--- config.mk ---
export PLATFORM = sky130hd
export DESIGN_NAME = status_poller
export DESIGN_NICKNAME = d
export VERILOG_FILES = /design/src/rtl/poll_pkg.sv /design/src/rtl/poll_judge.sv /design/src/rtl/poll_watchdog.sv /design/src/rtl/status_poller.sv
export SDC_FILE = /design/constraint.sdc
export NUM_CORES = 1
export LEC_CHECK = 0
export BUFFER_PORTS_ARGS = -buffer_cell sky130_fd_sc_hd__buf_4
export CORE_UTILIZATION = 50
export CTS_CLUSTER_DIAMETER = 100
export DETAILED_ROUTE_END_ITERATION = 8
export PLACE_DENSITY_LB_ADDON = 0.05
export SYNTH_ARGS = -nofsm -noshare
export SYNTH_HDL_FRONTEND = slang
export SYNTH_SLANG_ARGS = --single-unit
export TNS_END_PERCENT = 100
--- constraint.sdc ---
create_clock -name clk -period 3.3 [get_ports clk]
set_input_delay 0.33 -clock clk [delete_from_list [all_inputs] [get_ports clk]]
set_output_delay 0.33 -clock clk [all_outputs]
set_load 0.02 [all_outputs]
--- src/rtl/poll_pkg.sv ---
package poll_pkg;

    typedef enum logic [1:0] {
        PH_IDLE   = 2'd0,
        PH_SETUP  = 2'd1,
        PH_ACCESS = 2'd2,
        PH_GAP    = 2'd3
    } phase_e;

    typedef enum logic [1:0] {
        RES_DONE    = 2'd0,
        RES_SUSP    = 2'd1,
        RES_FAIL    = 2'd2,
        RES_TIMEOUT = 2'd3
    } result_e;

    typedef enum logic [1:0] {
        V_CONT = 2'd0,
        V_DONE = 2'd1,
        V_SUSP = 2'd2,
        V_FAIL = 2'd3
    } verdict_e;

    // status lanes as wired at the port: {DQ7, DQ6, DQ5, DQ2}
    typedef struct packed {
        logic d7;
        logic d6;
        logic d5;
        logic d2;
    } sts_t;

endpackage

--- src/rtl/poll_judge.sv ---
module poll_judge
    import poll_pkg::*;
(
    input  sts_t     prev_i,
    input  sts_t     cur_i,
    input  logic     want_d7_i,
    input  logic     rdy_i,
    input  logic     dq5_seen_i,
    output verdict_e verdict_o,
    output logic     dq5_mark_o
);

    logic flip6;
    logic flip2;

    assign flip6 = prev_i.d6 ^ cur_i.d6;
    assign flip2 = prev_i.d2 ^ cur_i.d2;

    always_comb begin
        dq5_mark_o = flip6 & cur_i.d5;
        if (flip6) begin
            verdict_o = dq5_seen_i ? V_FAIL : V_CONT;
        end else if (flip2) begin
            verdict_o = V_SUSP;
        end else if ((cur_i.d7 == want_d7_i) && rdy_i) begin
            verdict_o = V_DONE;
        end else begin
            verdict_o = V_CONT;
        end
    end

endmodule

--- src/rtl/poll_watchdog.sv ---
module poll_watchdog #(
    parameter int W = 32
) (
    input  logic         clk,
    input  logic         rst_n,
    input  logic         load_i,
    input  logic         run_i,
    input  logic [W-1:0] limit_i,
    output logic         expire_o
);

    logic [W-1:0] cnt_d, cnt_q;

    always_comb begin
        cnt_d = cnt_q;
        if (load_i) begin
            cnt_d = limit_i;
        end else if (run_i && (cnt_q != '0)) begin
            cnt_d = cnt_q - W'(1);
        end
    end

    always_ff @(posedge clk or negedge rst_n) begin
        if (!rst_n) begin
            cnt_q <= '0;
        end else begin
            cnt_q <= cnt_d;
        end
    end

    assign expire_o = run_i && (cnt_q == W'(1));

endmodule

--- src/rtl/status_poller.sv ---
module status_poller
    import poll_pkg::*;
#(
    parameter int          AW          = 21,
    parameter int          SETUP_CYC   = 2,
    parameter int          ACCESS_CYC  = 9,
    parameter int          GAP_CYC     = 1,
    parameter int unsigned PROG_LIMIT  = 30000,
    parameter int unsigned ERASE_LIMIT = 500000000
) (
    input  logic          clk,
    input  logic          rst_n,
    input  logic          start_i,
    input  logic          erase_i,
    input  logic [AW-1:0] poll_addr_i,
    input  logic          prog_d7_i,
    input  logic [3:0]    flash_sts_i,
    input  logic          flash_rdy_i,
    output logic [AW-1:0] flash_addr_o,
    output logic          flash_cs_n_o,
    output logic          flash_oe_n_o,
    output logic          busy_o,
    output logic          result_valid_o,
    output logic [1:0]    result_code_o
);

    localparam int          M1      = (SETUP_CYC > ACCESS_CYC) ? SETUP_CYC : ACCESS_CYC;
    localparam int          M2      = (M1 > GAP_CYC) ? M1 : GAP_CYC;
    localparam int          CW      = $clog2(M2) + 1;
    localparam int unsigned LIM_MAX = (ERASE_LIMIT > PROG_LIMIT) ? ERASE_LIMIT : PROG_LIMIT;
    localparam int          WD_W    = $clog2(LIM_MAX + 1);

    typedef struct packed {
        phase_e        ph;
        logic [CW-1:0] cnt;
        logic [AW-1:0] addr;
        logic          want_d7;
        sts_t          prev;
        logic          have_prev;
        logic          dq5_seen;
        logic          res_valid;
        logic [1:0]    res_code;
    } ctl_t;

    ctl_t c_d, c_q;

    sts_t           cur_sts;
    verdict_e       verdict;
    logic           dq5_mark;
    logic           wd_load;
    logic           wd_run;
    logic           wd_expire;
    logic [WD_W-1:0] wd_limit;

    assign cur_sts  = sts_t'(flash_sts_i);
    assign wd_load  = (c_q.ph == PH_IDLE) && start_i;
    assign wd_run   = (c_q.ph != PH_IDLE);
    assign wd_limit = erase_i ? WD_W'(ERASE_LIMIT) : WD_W'(PROG_LIMIT);

    poll_judge u_judge (
        .prev_i     (c_q.prev),
        .cur_i      (cur_sts),
        .want_d7_i  (c_q.want_d7),
        .rdy_i      (flash_rdy_i),
        .dq5_seen_i (c_q.dq5_seen),
        .verdict_o  (verdict),
        .dq5_mark_o (dq5_mark)
    );

    poll_watchdog #(.W(WD_W)) u_wdog (
        .clk      (clk),
        .rst_n    (rst_n),
        .load_i   (wd_load),
        .run_i    (wd_run),
        .limit_i  (wd_limit),
        .expire_o (wd_expire)
    );

    always_comb begin
        logic decided;
        c_d           = c_q;
        c_d.res_valid = 1'b0;
        decided       = 1'b0;
        unique case (c_q.ph)
            PH_IDLE: begin
                if (start_i) begin
                    c_d.ph        = PH_SETUP;
                    c_d.cnt       = CW'(SETUP_CYC - 1);
                    c_d.addr      = poll_addr_i;
                    c_d.want_d7   = erase_i ? 1'b1 : prog_d7_i;
                    c_d.have_prev = 1'b0;
                    c_d.dq5_seen  = 1'b0;
                end
            end
            PH_SETUP: begin
                if (c_q.cnt == '0) begin
                    c_d.ph  = PH_ACCESS;
                    c_d.cnt = CW'(ACCESS_CYC - 1);
                end else begin
                    c_d.cnt = c_q.cnt - CW'(1);
                end
            end
            PH_ACCESS: begin
                if (c_q.cnt == '0) begin
                    if (c_q.have_prev && (verdict != V_CONT)) begin
                        decided       = 1'b1;
                        c_d.ph        = PH_IDLE;
                        c_d.res_valid = 1'b1;
                        unique case (verdict)
                            V_DONE:  c_d.res_code = RES_DONE;
                            V_SUSP:  c_d.res_code = RES_SUSP;
                            default: c_d.res_code = RES_FAIL;
                        endcase
                    end else begin
                        c_d.ph        = PH_GAP;
                        c_d.cnt       = CW'(GAP_CYC - 1);
                        c_d.prev      = cur_sts;
                        c_d.have_prev = 1'b1;
                        c_d.dq5_seen  = c_q.dq5_seen | (c_q.have_prev & dq5_mark);
                    end
                end else begin
                    c_d.cnt = c_q.cnt - CW'(1);
                end
            end
            PH_GAP: begin
                if (c_q.cnt == '0) begin
                    c_d.ph  = PH_SETUP;
                    c_d.cnt = CW'(SETUP_CYC - 1);
                end else begin
                    c_d.cnt = c_q.cnt - CW'(1);
                end
            end
            default: c_d.ph = PH_IDLE;
        endcase
        if (wd_run && wd_expire && !decided) begin
            c_d.ph        = PH_IDLE;
            c_d.res_valid = 1'b1;
            c_d.res_code  = RES_TIMEOUT;
        end
    end

    always_ff @(posedge clk or negedge rst_n) begin
        if (!rst_n) begin
            c_q <= '0;
        end else begin
            c_q <= c_d;
        end
    end

    assign flash_addr_o   = c_q.addr;
    assign flash_cs_n_o   = !((c_q.ph == PH_SETUP) || (c_q.ph == PH_ACCESS));
    assign flash_oe_n_o   = !(c_q.ph == PH_ACCESS);
    assign busy_o         = (c_q.ph != PH_IDLE);
    assign result_valid_o = c_q.res_valid;
    assign result_code_o  = c_q.res_code;

endmodule

==> summary.md, run 1 <==
| Metric | Value |
|---|---|
| Outcome | completed |
| Drt wl/cell | 14.3 um |
| Top cell type's share of synthesized area | 46.6% |
| Vias per inst | 5.66 |
| CP Launch Type | register |
| Largest net degree at the start of global routing | 66 |
| Critical Path End | u_wdog.cnt_q[17] |
| Htree depth | 3 |
| Fin util | 59.8% |
| Flop-to-flop setup slack | 0.69 ns |
| IO Pins | 58 |
| Final Max Tran Viols | 0 |
| Critical-path top delay cell | or4_4 |
| FFs w/ async S/R, synth | 100% |
| Row cnt | 30 |
| Vias in the first global route | 2619 |
| Layout cells sized above 1 | 22.5% |
| CTS clock-pin slew for the worst setup and hold paths | 0.07 ns |
| Root Driver | clkbuf_8 |
| Slew HR | 46.5% |
| Synth Area per Inst | 9.26 sq um |
| Ys Warns | 0 |
| Yosys cell types | 48 |
| PD cells | 898 nW/um^2 |
| Input/output buffers | 57 |
| TritonRoute pass-1 iters | 4 |
| Top cells by count, synth | nand2_1, dfrtp_1, buf_4 |
| RD Place Congestion | 0.797 |
| Cell Chain, Critical Path | or4_1, or4_4, o21ai_1, buf_4, o311ai_0, o41ai_1 |
| CP Data Required Time | 3.51 ns |
| Worst r2r src | u_wdog.cnt_q[17] |
| Sequential Power Share | 36.7% |
| Die Y | 85.5 um |
| Final hold violations | 0 |
| P_int | 2.16 mW |
| Final #Nets | 454 |
| Post-CTS Hold Buffers | 0 |
| Die width | 85.5 um |
| Flops & latches, synth | 65 |
| Crit-path max FO | 7 |
| CP peak stage delay | 0.58 ns |
| Clock share of power | 19.2% |
| Unrepaired setup endpoints after global routing | no |
| Vias | 2821 |
| First-pass GRT wire length | 12.1 mm |
| Setup crit end kind | register |
| Post-CTS Setup Inserts | 0 |
| # diodes | 0 |
| Fmax | 0.383 GHz |
| Routed Antenna Nets | 0 |
| Post-cts resize count | 0 |
| FF-to-FF path depth | 6 |
| Post-synth EDFFs | 0 |
| CTS tree | built |
| Final Skew | 0.00968 ns |
| Post-Syn Area | 3490 sq um |
| PnR Total Power | 3.63 mW |
| Max Cap Viol | 0 |
| Most frequent cell after synthesis | nand2_1 |
| Final Cell Area | 4040 sq um |
| Number of DRC markers in iteration 0 | 95 |
| Area contributors post-synth | dfrtp_1, nand2_1, buf_4 |
| Main synth FF type | dfrtp_1 |
| Core area | 6760 sq um |
| Die ar. | 7320 sq um |
| Switching Share | 40.4% |
| Post-Route WL | 7.12 mm |
| Net Switching | 1.47 mW |
| Area growth syn-to-layout | 15.7% |
| # setup viols final | 0 |
| Max VDD drop | 389 uV |
| Initial antenna violation count | 0 |
| WS Path Type | register to register |
| Critical path arrival | 2.82 ns |
| CTS buffer count | 9 |
| Syn nets | 418 |
| Post-Synthesis Cells | 377 |
| Min Tclk post-route | 2.61 ns |
| Sequential share of the synthesized area | 46.6% |
| Worst-Margin Slew | 0.802 ns |
| RR Endpoint | u_wdog.cnt_q[17] |
| Skew-Pair Late Insertion Delay | 0.35 ns |
| Area leader, netlist | dfrtp_1 |
| Setup TNS | 0 ns |
| Final worst path period share | 79.1% |
| Comb power frac | 44.1% |
| Setup crit start | u_wdog.cnt_q[17] |
| Hold Slack | 0.0715 ns |
| # DRC | 0 |
| TritonCTS Sinks | 65 |
| Starting Density | 51.6% |
| DP Wirelength | 4.69 mm |
| Post-DP Area | 3830 sq um |
| Grt ovf | 0 |
| Max clock buf depth | 2 |
| Pleak | 1.83 nW |
| Worst min path class | input pin to asynchronous set/reset pin |
| Fill cells | 610 |
| Total global-route track usage | 21.2% |
## cell families (layout without fill, tap and decap cells)
| kind of cell | after synthesis | after routing | synth area share [%] |
|---|---|---|---|
| buffers and inverters | 50 | 91 | 8.10 |
| flip-flops | 65 | 65 | 46.6 |
| XOR/XNOR | 4 | 4 | 1.00 |
| AND/OR/NAND/NOR | 167 | 167 | 24.1 |
| multiplexers | 9 | 9 | 2.65 |
| adder cells (fa/ha/maj) | 10 | 10 | 3.59 |
| AO/OA/AOI/OAI | 72 | 72 | 13.9 |
## power by group through the flow
stage               combinational, mW  sequential, mW  clock (mW)
finish                           1.60            1.33       0.696
detailed placement               1.61            1.34           0
global placement                 1.58            1.34           0
floorplan                        1.29            1.28           0
global route                     1.79            1.38       0.746
CTS                              1.61            1.33       0.715
## worst max-delay path: cells and delay by family (launching register included)
kind	cells	cell delay (ns)
simple gates	2	1.12
flops	1	0.44
buf+inv	1	0.24
compound gates	3	0.67
## sequential cells by signal, indices dropped and copies added, names as in the netlist
register / cells
u_wdog.cnt_q: 29
c_q: 12
result_code_o: 2
result_valid_o: 1
flash_addr_o: 21
## per-stage QoR
step | worst slack, ns | std cells
finish | 0.690 | 498
global placement | 0.851 | 482
global route | 0.481 | 498
detailed placement | 0.807 | 482
floorplan | 0.981 | 377
CTS | 0.683 | 498
## routing by layer
metal  routed length (um)  vias to the layer above  GRT usage [%]
met5                    0                        -              0
met4                  127                        0           8.64
met3                  225                       12           4.62
met2                 3390                       45           34.2
met1                 3380                     1350           27.8
li1                     -                     1414              -
## placed cells by master (no fill, tap or decap), types with 2 or more instances in the layout
master	instances
a211oi_1	2
a21oi_1	10
a31oi_1	11
and2_1	3
and4_1	2
buf_4	65
clkbuf_8	11
dfrtp_1	65
ha_1	10
inv_1	10
mux2_2	2
mux2i_1	7
nand2_1	78
nand2b_1	2
nand3_1	8
nor2_1	20
nor3_1	8
nor4_1	5
o211ai_1	3
o21ai_0	14
o22ai_1	2
o311ai_0	5
o31ai_1	11
o41ai_1	6
or2_2	4
or3_1	11
or4_1	14
or4_4	3
xor2_1	3
## how the worst min path moves through the flow
stage                     startpoint                to  cells after the start
floorplan                      rst_n           c_q[31]                      0
global placement    flash_addr_o[16]  flash_addr_o[16]                      2
detailed placement   flash_addr_o[2]   flash_addr_o[2]                      2
CTS                            rst_n            c_q[5]                      1
global route                   rst_n            c_q[5]                      1
finish                         rst_n            c_q[5]                      1
## area by class of cell
class	instances	area (sq um)	area share (%)
clock buffer	12	155	3.84
clock inverter	4	51.3	1.27
inverter	10	37.5	0.929
multi-input combinational	262	1580	39.1
sequential	65	1630	40.3
tap	80	100	2.48
timing repair buffer	65	488	12.1
No activity file was read; power rests on OpenSTA's default activity.
==> inputs of run 2 (changes only) <==
- clock period: 3.3 -> 2.6 ns (I/O delays scaled with it)
==> run 2 against run 1 <==
Compared with the run above:
- clock skew is 0.0010 ns higher
- power is 28% higher
- combinational power is 32% higher
- via count up 0.71%
- die area did not move
- sequential cell count unchanged
- worst setup slack lost 0.52 ns
- worst hold slack got worse by 0.071 ns
- clock power increased by 23%
- critical endpoint is now u_wdog.cnt_q[3]
- largest power group unchanged
==> summary.md, run 2 (synthesized netlist as in run 1, its figures left out) <==
| Metric | Value |
|---|---|
| Post-DP Area | 3880 sq um |
| Final Cell Area | 4080 sq um |
| Grt ovf | 0 |
| Drt wl/cell | 14.4 um |
| # setup viols final | 0 |
| Unrepaired setup endpoints after global routing | no |
| Final hold violations | 0 |
| Vias per inst | 5.65 |
| CTS buffer count | 9 |
| Most common cell after layout, fill and taps aside | nand2_1 |
| Setup crit end kind | register |
| Total global-route track usage | 21.5% |
| Max Cap Viol | 0 |
| Most frequent cells in the layout | nand2_1, buf_4, dfrtp_1 |
| Largest register FFs | 29 |
| Critical path arrival | 2.66 ns |
| Initial antenna violation count | 0 |
| Final Skew | 0.0107 ns |
| Skew-Pair Late Insertion Delay | 0.34 ns |
| Core area | 6760 sq um |
| RD Place Congestion | 0.761 |
| Flop-to-flop setup slack | 0.17 ns |
| Die ar. | 7320 sq um |
| Die Y | 85.5 um |
| # diodes | 0 |
| IO Pins | 58 |
| Final Max Tran Viols | 0 |
| Post-CTS Setup Inserts | 0 |
| FF-to-FF path depth | 6 |
| Pleak | 1.85 nW |
| WP buf/inv | 1 |
| First-pass GRT wire length | 12.4 mm |
| # DRC | 0 |
| Htree depth | 3 |
| Outcome | completed |
| CP Data Required Time | 2.83 ns |
| Crit-path leading delay family | simple AND/OR/NAND/NOR gates |
| Largest net degree at the start of global routing | 66 |
| RR Endpoint | u_wdog.cnt_q[3] |
| Min Tclk post-route | 2.43 ns |
| Post-cts resize count | 0 |
| Final worst path period share | 93.4% |
| Row cnt | 30 |
| Setup TNS | 0 ns |
| PnR Total Power | 4.66 mW |
| Worst min path class | input pin to asynchronous set/reset pin |
| Die width | 85.5 um |
| Routed Antenna Nets | 0 |
| Vias in the first global route | 2686 |
| Starting Density | 51.6% |
| Root Driver | clkbuf_8 |
| CP Launch Type | register |
| TritonCTS Sinks | 65 |
| TritonRoute pass-1 iters | 4 |
| CTS clock-pin slew for the worst setup and hold paths | 0.08 ns |
| Worst-Margin Slew | 0.828 ns |
| Final #Nets | 459 |
| Max clock buf depth | 2 |
| Vias | 2841 |
| Worst r2r src | u_wdog.cnt_q[12] |
| CP peak stage delay | 0.58 ns |
| WS Path Type | register to register |
| Post-Route WL | 7.26 mm |
| Fmax | 0.412 GHz |
| CTS tree | built |
| Slew HR | 44.8% |
| Layout cells sized above 1 | 23.4% |
| Input/output buffers | 57 |
| Critical-path top delay cell | or4_1 |
| Max VDD drop | 522 uV |
| PD cells | 1140 nW/um^2 |
| Post-CTS Hold Buffers | 0 |
| Area growth syn-to-layout | 16.9% |
| DP Wirelength | 4.86 mm |
| Top reg by flops | u_wdog.cnt_q |
| Cell Chain, Critical Path | or4_4, or4_1, o31ai_2, buf_4, o311ai_0, o41ai_1 |
| Crit-path max FO | 21 |
| Number of DRC markers in iteration 0 | 162 |
## run 2: cell types whose count changed in the layout (fill, tap and decap cells not counted)
cell / previous run / this run
buf_12: 0 / 1
clkinvlp_4: 1 / 2
buf_4: 65 / 69
clkbuf_8: 11 / 10
clkinv_2: 1 / 2
clkinv_4: 1 / 0
## run 2: area by class of cell
type	instances	area (sq um)
fillers	584	2680
flip-flops and latches	65	1630
multi-input cells	262	1580
repair buffers	70	538
clock buffers	11	141
well taps	80	100
clock inverters	5	55.1
inverters	10	37.5
## run 2: where the power goes
part           total [mW]  internal, mW  switching (mW)
Sequential           1.69          1.40           0.296
Clock               0.856         0.466           0.390
Combinational        2.11         0.895            1.21
Total                4.66          2.76            1.90
## run 2: per-stage QoR
step / util [%] / setup slack [ns] / cells / hold slack, ns
2_1_floorplan: - / 0.281 / 377 / -0.0356
3_3_place_gp: 57.5 / 0.238 / 487 / 0.420
3_5_place_dp: 57.5 / 0.196 / 487 / 0.423
4_1_cts: 60.4 / 0.182 / 503 / 0.0466
5_1_grt: 60.4 / 0.0439 / 503 / 0.0842
6_report: 60.4 / 0.170 / 503 / 0.000495
## run 2: worst reg2reg max path: stages (launching register included)
cell and delay, ns:
dfrtp_1 0.40, or4_4 0.57, or4_1 0.58, o31ai_2 0.26, buf_4 0.26, o311ai_0 0.16, o41ai_1 0.09
## run 2: routing by layer
layer / vias up / GRT usage, % / wire, um
li1: 1416 / - / -
met1: 1355 / 28.8 / 3460
met2: 60 / 34.0 / 3380
met3: 10 / 5.29 / 301
met4: 0 / 7.73 / 113
met5: - / 0 / 0
## run 2: worst max path at each step
stage                           from                to  slack [ns]  cells after the start
floorplan           u_wdog.cnt_q[19]  u_wdog.cnt_q[27]        0.28                      6
global placement    u_wdog.cnt_q[19]  u_wdog.cnt_q[23]        0.24                      5
detailed placement  u_wdog.cnt_q[19]  u_wdog.cnt_q[23]        0.20                      5
CTS                 u_wdog.cnt_q[12]   u_wdog.cnt_q[3]        0.18                      6
global route                  c_q[7]           c_q[34]        0.04                      8
finish              u_wdog.cnt_q[12]   u_wdog.cnt_q[3]        0.17                      6
==> inputs of run 3 (changes only) <==
- clock period: 2.6 -> 2.7 ns (I/O delays scaled with it)
==> run 3 against run 2 <==
Compared with the run above:
- combinational power down 6%
- critical path depth rose by 1
- critical endpoint is now c_q[34]
- utilization shrank 0.19 points
- sequential share of layout area increased by 0.12 points
- non-clock buffer count down 3
- sequential cell count unchanged
- via count shrank 0.46%
==> summary.md, run 3 (synthesized netlist as in run 1, its figures left out) <==
| Metric | Value |
|---|---|
| Drt wl/cell | 14.4 um |
| Grt ovf | 0 |
| Setup crit end kind | register |
| Largest register FFs | 29 |
| First-pass GRT wire length | 12.1 mm |
| Min Tclk post-route | 2.47 ns |
| Die Y | 85.5 um |
| Input/output buffers | 57 |
| IO Pins | 58 |
| Final hold violations | 0 |
| TritonRoute pass-1 iters | 4 |
| Setup TNS | 0 ns |
| WS Path Type | register to register |
| Pleak | 1.84 nW |
| DP Wirelength | 4.80 mm |
| PD cells | 1100 nW/um^2 |
| Starting Density | 51.6% |
| Slew HR | 45.9% |
| Die width | 85.5 um |
| TritonCTS Sinks | 65 |
| Fmax | 0.405 GHz |
| Worst-Margin Slew | 0.811 ns |
| Final worst path period share | 91.4% |
| Most frequent cells in the layout | nand2_1, buf_4, dfrtp_1 |
| Root Driver | clkbuf_8 |
| Finished Layout Cells | 500 |
| Flop-to-flop setup slack | 0.23 ns |
| # diodes | 0 |
| Final #Nets | 456 |
| # setup viols final | 0 |
| # DRC | 0 |
| Vias per inst | 5.66 |
| Number of DRC markers in iteration 0 | 76 |
| CTS buffer count | 9 |
| Unrepaired setup endpoints after global routing | no |
| RD Place Congestion | 0.770 |
| Post-CTS Setup Inserts | 0 |
| Routed Antenna Nets | 0 |
| CP Launch Type | register |
| Htree depth | 3 |
| Max clock buf depth | 2 |
| Total global-route track usage | 21.1% |
| Pre-CTS setup slack | 0.220 ns |
| Die ar. | 7320 sq um |
| Placed cells | 484 |
| Critical path arrival | 2.71 ns |
| FF-to-FF path depth | 7 |
| Max Cap Viol | 0 |
| Top reg by flops | u_wdog.cnt_q |
| Outcome | completed |
| Final Skew | 0.0108 ns |
| Post-Route WL | 7.20 mm |
| Post-CTS Hold Buffers | 0 |
| Final Max Tran Viols | 0 |
| Final WS setup | 0.233 ns |
| Core area | 6760 sq um |
| Vias | 2828 |
| Fin util | 60.2% |
| Most common cell after layout, fill and taps aside | nand2_1 |
| Largest net degree at the start of global routing | 66 |
| Worst min path class | input pin to asynchronous set/reset pin |
| Skew-Pair Late Insertion Delay | 0.34 ns |
| Post-cts resize count | 0 |
| Vias in the first global route | 2627 |
| Area growth syn-to-layout | 16.5% |
| Row cnt | 30 |
| Layout cells sized above 1 | 22.9% |
| CTS clock-pin slew for the worst setup and hold paths | 0.08 ns |
| Crit-path max FO | 6 |
| CP Data Required Time | 2.95 ns |
| Initial antenna violation count | 0 |
| Max VDD drop | 451 uV |
| CTS tree | built |
[run 3: worst paths after layout]
path,start,to
worst max register to register,c_q[31],c_q[34]
worst min register to register,flash_addr_o[19],flash_addr_o[19]
worst min-delay path,rst_n,c_q[5]
max in group asynchronous,rst_n,flash_addr_o[0]
worst max-delay path,c_q[31],c_q[34]
min in group clk,poll_addr_i[17],flash_addr_o[17]
[run 3: cell type report]
| cell class | instances | area (sq um) |
|---|---|---|
| fillers | 620 | 2690 |
| flip-flops and latches | 65 | 1630 |
| multi-input cells | 262 | 1580 |
| repair buffers | 67 | 515 |
| clock buffers | 12 | 155 |
| well taps | 80 | 100 |
| clock inverters | 4 | 51.3 |
| inverters | 10 | 37.5 |
[run 3: layer usage]
layer	up-vias	GRT usage (%)	wire length, um	part of all wire (%)
met1	1365	27.2	3440	48
met4	0	6.36	83	1.2
li1	1413	-	-	-
met3	10	5.00	246	3.4
met5	-	0	0	0
met2	40	35.4	3420	48
[run 3: worst max-delay path, cell delays in order, from the launching register on]
cell and delay (ns):
dfrtp_1 0.39, inv_1 0.10, ha_1 0.23, or4b_2 0.65
or3_1 0.43, o21ai_0 0.29, o21ai_0 0.19, o31ai_1 0.09
[run 3: through the flow]
step                      hold slack, ns  area, sq um  power (mW)
after floorplan                  -0.0256         3490        3.14
after global placement             0.431         3860        3.58
after detailed placement           0.428         3860        3.63
after CTS                         0.0582         4070        4.51
after global routing              0.0820         4070        4.84
final                             0.0118         4070        4.47
[run 3: power by group]
| group | switching [mW] | internal [mW] | leakage [nW] |
|---|---|---|---|
| Sequential | 0.286 | 1.35 | 0.788 |
| Clock | 0.381 | 0.477 | 0.103 |
| Combinational | 1.15 | 0.833 | 0.952 |
